===== src/rtl/plg_pkg.sv =====
package plg_pkg;
    typedef enum logic [0:0] {
        ST_IDLE = 1'b0,
        ST_WAIT = 1'b1
    } issue_state_e;
endpackage


===== src/rtl/plg_region_match.sv =====
module plg_region_match #(
    parameter int              ADDR_W = 32,
    parameter logic [ADDR_W-1:0] BASE = '0,
    parameter logic [ADDR_W-1:0] MASK = '0
) (
    input  logic [ADDR_W-1:0] addr_i,
    output logic              hit_o
);
    // Device window membership: masked address equals the base value.
    assign hit_o = ((addr_i & MASK) == BASE);
endmodule


===== src/rtl/plg_load_queue.sv =====
module plg_load_queue #(
    parameter int DEPTH  = 4,
    parameter int ID_W   = 3,
    parameter int ADDR_W = 32
) (
    input  logic              clk_i,
    input  logic              rst_ni,
    input  logic              enq_fire_i,
    input  logic [ID_W-1:0]   enq_id_i,
    input  logic [ADDR_W-1:0] enq_addr_i,
    input  logic              enq_periph_i,
    input  logic              ret_valid_i,
    input  logic [ID_W-1:0]   ret_id_i,
    input  logic              flush_i,
    input  logic              pop_i,
    output logic              head_valid_o,
    output logic [ID_W-1:0]   head_id_o,
    output logic [ADDR_W-1:0] head_addr_o,
    output logic              head_periph_o,
    output logic              head_ret_o,
    output logic              full_o
);
    localparam int CNT_W = $clog2(DEPTH + 1);

    logic [DEPTH-1:0]  v_q, v_n, r_q, r_n, p_q, p_n, ret_hit;
    logic [ID_W-1:0]   id_q   [DEPTH];
    logic [ID_W-1:0]   id_n   [DEPTH];
    logic [ADDR_W-1:0] addr_q [DEPTH];
    logic [ADDR_W-1:0] addr_n [DEPTH];
    logic [CNT_W-1:0]  wr_pos;
    logic              enq_ret;

    // Per-slot retire match.
    for (genvar g = 0; g < DEPTH; g++) begin : g_slot_match
        assign ret_hit[g] = ret_valid_i && v_q[g] && (id_q[g] == ret_id_i);
    end

    // A load retiring in its own enqueue cycle enters already marked.
    assign enq_ret = ret_valid_i && (ret_id_i == enq_id_i);

    always_comb begin
        v_n    = v_q;
        r_n    = r_q | ret_hit;
        p_n    = p_q;
        wr_pos = '0;
        for (int i = 0; i < DEPTH; i++) begin
            id_n[i]   = id_q[i];
            addr_n[i] = addr_q[i];
        end
        // Head leaves: everything moves one slot toward the head.
        if (pop_i) begin
            for (int i = 0; i < DEPTH - 1; i++) begin
                v_n[i]    = v_n[i+1];
                r_n[i]    = r_n[i+1];
                p_n[i]    = p_n[i+1];
                id_n[i]   = id_n[i+1];
                addr_n[i] = addr_n[i+1];
            end
            v_n[DEPTH-1] = 1'b0;
            r_n[DEPTH-1] = 1'b0;
        end
        for (int i = 0; i < DEPTH; i++) begin
            wr_pos = wr_pos + CNT_W'(v_n[i]);
        end
        if (flush_i) begin
            // Retirement is in order, so survivors form a prefix.
            v_n = v_n & r_n;
        end else if (enq_fire_i) begin
            for (int i = 0; i < DEPTH; i++) begin
                if (CNT_W'(i) == wr_pos) begin
                    v_n[i]    = 1'b1;
                    r_n[i]    = enq_ret;
                    p_n[i]    = enq_periph_i;
                    id_n[i]   = enq_id_i;
                    addr_n[i] = enq_addr_i;
                end
            end
        end
    end

    always_ff @(posedge clk_i) begin
        if (!rst_ni) begin
            v_q <= '0;
            r_q <= '0;
            p_q <= '0;
        end else begin
            v_q <= v_n;
            r_q <= r_n;
            p_q <= p_n;
        end
    end

    always_ff @(posedge clk_i) begin
        for (int i = 0; i < DEPTH; i++) begin
            id_q[i]   <= id_n[i];
            addr_q[i] <= addr_n[i];
        end
    end

    assign head_valid_o  = v_q[0];
    assign head_id_o     = id_q[0];
    assign head_addr_o   = addr_q[0];
    assign head_periph_o = p_q[0];
    assign head_ret_o    = r_q[0];
    assign full_o        = v_q[DEPTH-1];
endmodule


===== src/rtl/periph_load_gate.sv =====
module periph_load_gate
    import plg_pkg::*;
#(
    parameter int                ADDR_W      = 32,
    parameter int                ID_W        = 3,
    parameter int                DATA_W      = 32,
    parameter int                DEPTH       = 4,
    parameter logic [ADDR_W-1:0] PERIPH_BASE = ADDR_W'(32'hF000_0000),
    parameter logic [ADDR_W-1:0] PERIPH_MASK = ADDR_W'(32'hF000_0000)
) (
    input  logic              clk_i,
    input  logic              rst_ni,
    input  logic              enq_valid_i,
    input  logic [ID_W-1:0]   enq_id_i,
    input  logic [ADDR_W-1:0] enq_addr_i,
    output logic              enq_ready_o,
    input  logic              ret_valid_i,
    input  logic [ID_W-1:0]   ret_id_i,
    input  logic              flush_i,
    output logic              mem_req_valid_o,
    input  logic              mem_req_ready_i,
    output logic [ADDR_W-1:0] mem_req_addr_o,
    output logic [ID_W-1:0]   mem_req_id_o,
    input  logic              mem_rsp_valid_i,
    input  logic [DATA_W-1:0] mem_rsp_data_i,
    output logic              load_rsp_valid_o,
    output logic [ID_W-1:0]   load_rsp_id_o,
    output logic [DATA_W-1:0] load_rsp_data_o
);
    issue_state_e      state_q, state_d;
    logic              enq_periph, enq_fire, req_fire, full;
    logic              head_valid, head_periph, head_ret, head_eligible;
    logic [ID_W-1:0]   head_id, out_id_q;
    logic [ADDR_W-1:0] head_addr;

    plg_region_match #(
        .ADDR_W (ADDR_W),
        .BASE   (PERIPH_BASE),
        .MASK   (PERIPH_MASK)
    ) u_region (
        .addr_i (enq_addr_i),
        .hit_o  (enq_periph)
    );

    assign enq_ready_o = !full && !flush_i;
    assign enq_fire    = enq_valid_i && enq_ready_o;
    assign req_fire    = mem_req_valid_o && mem_req_ready_i;

    plg_load_queue #(
        .DEPTH  (DEPTH),
        .ID_W   (ID_W),
        .ADDR_W (ADDR_W)
    ) u_queue (
        .clk_i         (clk_i),
        .rst_ni        (rst_ni),
        .enq_fire_i    (enq_fire),
        .enq_id_i      (enq_id_i),
        .enq_addr_i    (enq_addr_i),
        .enq_periph_i  (enq_periph),
        .ret_valid_i   (ret_valid_i),
        .ret_id_i      (ret_id_i),
        .flush_i       (flush_i),
        .pop_i         (req_fire),
        .head_valid_o  (head_valid),
        .head_id_o     (head_id),
        .head_addr_o   (head_addr),
        .head_periph_o (head_periph),
        .head_ret_o    (head_ret),
        .full_o        (full)
    );

    // Ordinary loads go speculatively; device loads wait for the retire mark.
    assign head_eligible = head_valid && (!head_periph || head_ret);

    always_ff @(posedge clk_i) begin
        if (!rst_ni) begin
            state_q  <= ST_IDLE;
            out_id_q <= '0;
        end else begin
            state_q <= state_d;
            if (req_fire) out_id_q <= head_id;
        end
    end

    // Transitions: send (ST_IDLE -> ST_WAIT), return (ST_WAIT -> ST_IDLE).
    always_comb begin
        state_d = state_q;
        unique case (state_q)
            ST_IDLE: if (req_fire)        state_d = ST_WAIT;
            ST_WAIT: if (mem_rsp_valid_i) state_d = ST_IDLE;
            default:                      state_d = ST_IDLE;
        endcase
    end

    always_comb begin
        mem_req_valid_o  = 1'b0;
        load_rsp_valid_o = 1'b0;
        unique case (state_q)
            ST_IDLE: mem_req_valid_o  = head_eligible && !flush_i;
            ST_WAIT: load_rsp_valid_o = mem_rsp_valid_i;
            default: ;
        endcase
    end

    assign mem_req_addr_o  = head_addr;
    assign mem_req_id_o    = head_id;
    assign load_rsp_id_o   = out_id_q;
    assign load_rsp_data_o = mem_rsp_data_i;
endmodule


===== config.mk =====
export PLATFORM = sky130hd
export DESIGN_NAME = periph_load_gate
export DESIGN_NICKNAME = d
export VERILOG_FILES = /design/src/rtl/plg_pkg.sv /design/src/rtl/plg_region_match.sv /design/src/rtl/plg_load_queue.sv /design/src/rtl/periph_load_gate.sv
export SDC_FILE = /design/constraint.sdc
export NUM_CORES = 1
export LEC_CHECK = 0
export ABC_AREA = 1
export ABC_CLOCK_PERIOD_IN_PS = 18400
export BUFFER_PORTS_ARGS = -buffer_cell sky130_fd_sc_hd__buf_2
export CORE_UTILIZATION = 48
export CTS_CLUSTER_DIAMETER = 40
export DETAILED_ROUTE_END_ITERATION = 16
export GPL_TIMING_DRIVEN = 0
export PLACE_DENSITY = 0.72
export SLEW_MARGIN = 5
export SYNTH_ARGS = -nofsm -noshare
export SYNTH_HDL_FRONTEND = slang
export SYNTH_HIERARCHICAL = 1
export SYNTH_SLANG_ARGS = --single-unit

===== constraint.sdc =====
create_clock -name clk_i -period 18.4 [get_ports clk_i]
set_input_delay 5.52 -clock clk_i [delete_from_list [all_inputs] [get_ports clk_i]]
set_output_delay 5.52 -clock clk_i [all_outputs]
set_load 0.1 [all_outputs]

==> flow_summary.json <==
{
  "worstPathArrival_ns": 6.39,
  "postRouteWirelength_um": 17900,
  "synth_cells": 918,
  "clock-sinks": 156,
  "r2r-start": "u_queue/v_q[0]$_SDFF_PN0_",
  "drtIter0Drc": 469,
  "drcViolationCount": 0,
  "cts_resized": 0,
  "clkSlewWorstSetupHoldPaths_ns": 0.06,
  "synthArstFlopShare": 0,
  "dr_total_vias": 6348,
  "cts_buffer_depth": 2,
  "min_delay_worst_endpoint": "u_queue/addr_q[2][18]$_DFF_P_",
  "critPathMaxFanout": 8,
  "r2r_slack_ns": 14.65,
  "tightestPinTransition_ns": 0.629,
  "synth_area_leaders": "dfxtp_1 (34%), nand2_1 (15%), edfxtp_1 (15%)",
  "relSlewSlack": 0.581,
  "crit_required_ns": 12.88,
  "place.gp.congestion": 0.860,
  "io_pins": 150,
  "synth-edff-count": 35,
  "grtUsageMet3": 0.0530,
  "ff2ff_path_depth": 16,
  "drive_above_1_share": 0.227,
  "dieHeight_um": 123,
  "start_kind": "input pin",
  "cts_tree": "yes",
  "grt_usage": 0.246,
  "finalSetupTns_ns": 0,
  "yosysWarnings": 6,
  "drv_slew": 0,
  "rows": 43,
  "overflow": 0,
  "synth_ff_type": "dfxtp_1",
  "layout_min_cycle_time_ns": 11.91,
  "peakVddDrop_v": 0.0000717,
  "powerDensity_nw_per_um2": 131,
  "clock.fmax_mhz": 83.9,
  "min_from": "u_queue/addr_q[2][18]$_DFF_P_",
  "synth_cell_type_count": 28,
  "syn_avg_cell_area_um2": 7.66,
  "dieArea_um2": 15100,
  "ys_top_cells_by_count": "nand2_1 (284), dfxtp_1 (121), o21ai_0 (118)",
  "io_buffer_count": 117,
  "layout.nets": 1135,
  "vias_per_cell": 5.08,
  "hold_depth": 2,
  "critPathLaunch": "flush_i",
  "report.final.setup_viol": 0,
  "syn2layout_area_growth_pct": 20.6,
  "top_usage_layer": "met2",
  "met2_usage": 0.399,
  "coreArea_um2": 14100,
  "hpwl_um": 12100,
  "ctsHoldBuffers": 0,
  "cts_made_buffers": 17,
  "yosys.cell_count.top_type": "nand2_1",
  "clkLatencyLatePin_ns": 0.43,
  "grt_pass1_vias": 5608,
  "cts_max_level": 4,
  "finalHoldViolCount": 0,
  "antenna_found_initial": 1,
  "cts-root-buf": "clkbuf_16",
  "r2r-end": "u_queue/v_q[3]$_SDFF_PN0_",
  "hold_class": "reg2reg",
  "rsz0062_at_grt": "no",
  "grt_pass1_wl_um": 28000,
  "end_kind": "primary output",
  "met1_usage": 0.321,
  "min_period_over_period": 0.647,
  "yosys.area.top_type_share": 0.345,
  "die-width_um": 123,
  "syn_area_um2": 7030,
  "seq_area_frac_synth": 0.494,
  "ys_ff_latch": 156,
  "skew_ns": 0.00853,
  "yosys.area.top_type": "dfxtp_1",
  "wl_per_cell_um": 14.3,
  "finalHoldWorstSlack_ns": 0.482,
  "post-cts-setup-buffers": 0,
  "leakage_nw": 4.06,
  "start_util": 0.499,
  "cap_violations": 0,
  "syn_nets": 998,
  "dr.pass1.iters": 5,
  "status": "complete, no violations",
  "grt_max_degree": 28,
  "ant_nets": 0,
  "worstSetupPathType": "in2out"
}
==> cells by family after synthesis <==
| group | share of synthesized area |
|---|---|
| simple gates | 0.204 |
| compound gates | 0.167 |
| buf+inv | 0.129 |
| flops | 0.494 |
| fa+ha+maj | 0.00641 |
==> worst max path at each step <==
stage	to	slack, ns	cells after the start
after floorplan	enq_ready_o	6.11	1
after global placement	mem_req_valid_o	6.50	5
after detailed placement	mem_req_valid_o	6.49	5
after CTS	mem_req_valid_o	6.49	5
after global routing	mem_req_valid_o	6.42	5
final	mem_req_valid_o	6.49	5
==> cell type report <==
cell class,instances,area (um^2)
fill,1316,5620
sequential,156,3470
multi-input combinational,573,2660
timing repair buffer,118,606
clock buffer,26,531
buffer,79,490
inverter,110,415
tap,180,225
clock inverter,6,80.1
antenna,1,2.50
==> stage by stage <==
| stage | power [mW] | cell area (um^2) | worst slack (ns) | instances | utilization |
|---|---|---|---|---|---|
| 6_report | 1.11 | 8480 | 6.49 | 1249 | 0.602 |
| 5_1_grt | 1.16 | 8480 | 6.42 | 1248 | 0.601 |
| 4_1_cts | 1.12 | 8480 | 6.49 | 1248 | 0.601 |
| 3_5_place_dp | 0.759 | 7870 | 6.49 | 1216 | 0.558 |
| 3_3_place_gp | 0.752 | 7840 | 6.50 | 1215 | 0.556 |
| 2_1_floorplan | 0.705 | 7030 | 6.11 | 918 | - |
==> critical path, cell delays in order <==
cell and delay [ns]:
buf_2 0.16, inv_1 0.10, nand3_2 0.11, inv_1 0.09
buf_2 0.42
==> routing by layer <==
layer  vias to the layer above  wire length, um
li1                       3170                -
met1                      2916             8060
met2                       239             8290
met3                        23             1200
met4                         0              330
met5                         -                0
==> report_power, final <==
part           leakage, nW  switching, mW  internal [mW]
Combinational         2.43          0.235         0.0765
Clock                0.305          0.134          0.225
Sequential            1.32         0.0272          0.415
Total                 4.06          0.396          0.717
==> placed cells by master, fill, tap and decap left out, types with 3 or more instances in the layout <==
cell       count
clkinv_2       4
nand4_1        3
clkbuf_16     18
dfxtp_1      121
inv_1        107
clkbuf_1      27
o21ai_1       15
buf_2        131
o21ai_0      118
nor2_1        58
edfxtp_1      35
nand3_1        7
buf_4         35
a21oi_1       14
nor2_2         3
nand2_1      284
o21ai_2       26
buf_6          6
clkbuf_8       5
a31oi_1       32
==> sequential cells by signal, summed over array words and instances, names as in the netlist <==
register	flops
u_queue/addr_q	128
u_queue/id_q	12
state_q	1
load_rsp_id_o	3
u_queue/p_q	4
u_queue/r_q	4
u_queue/v_q	4
Note: power is estimated with default switching activity, not from simulation.
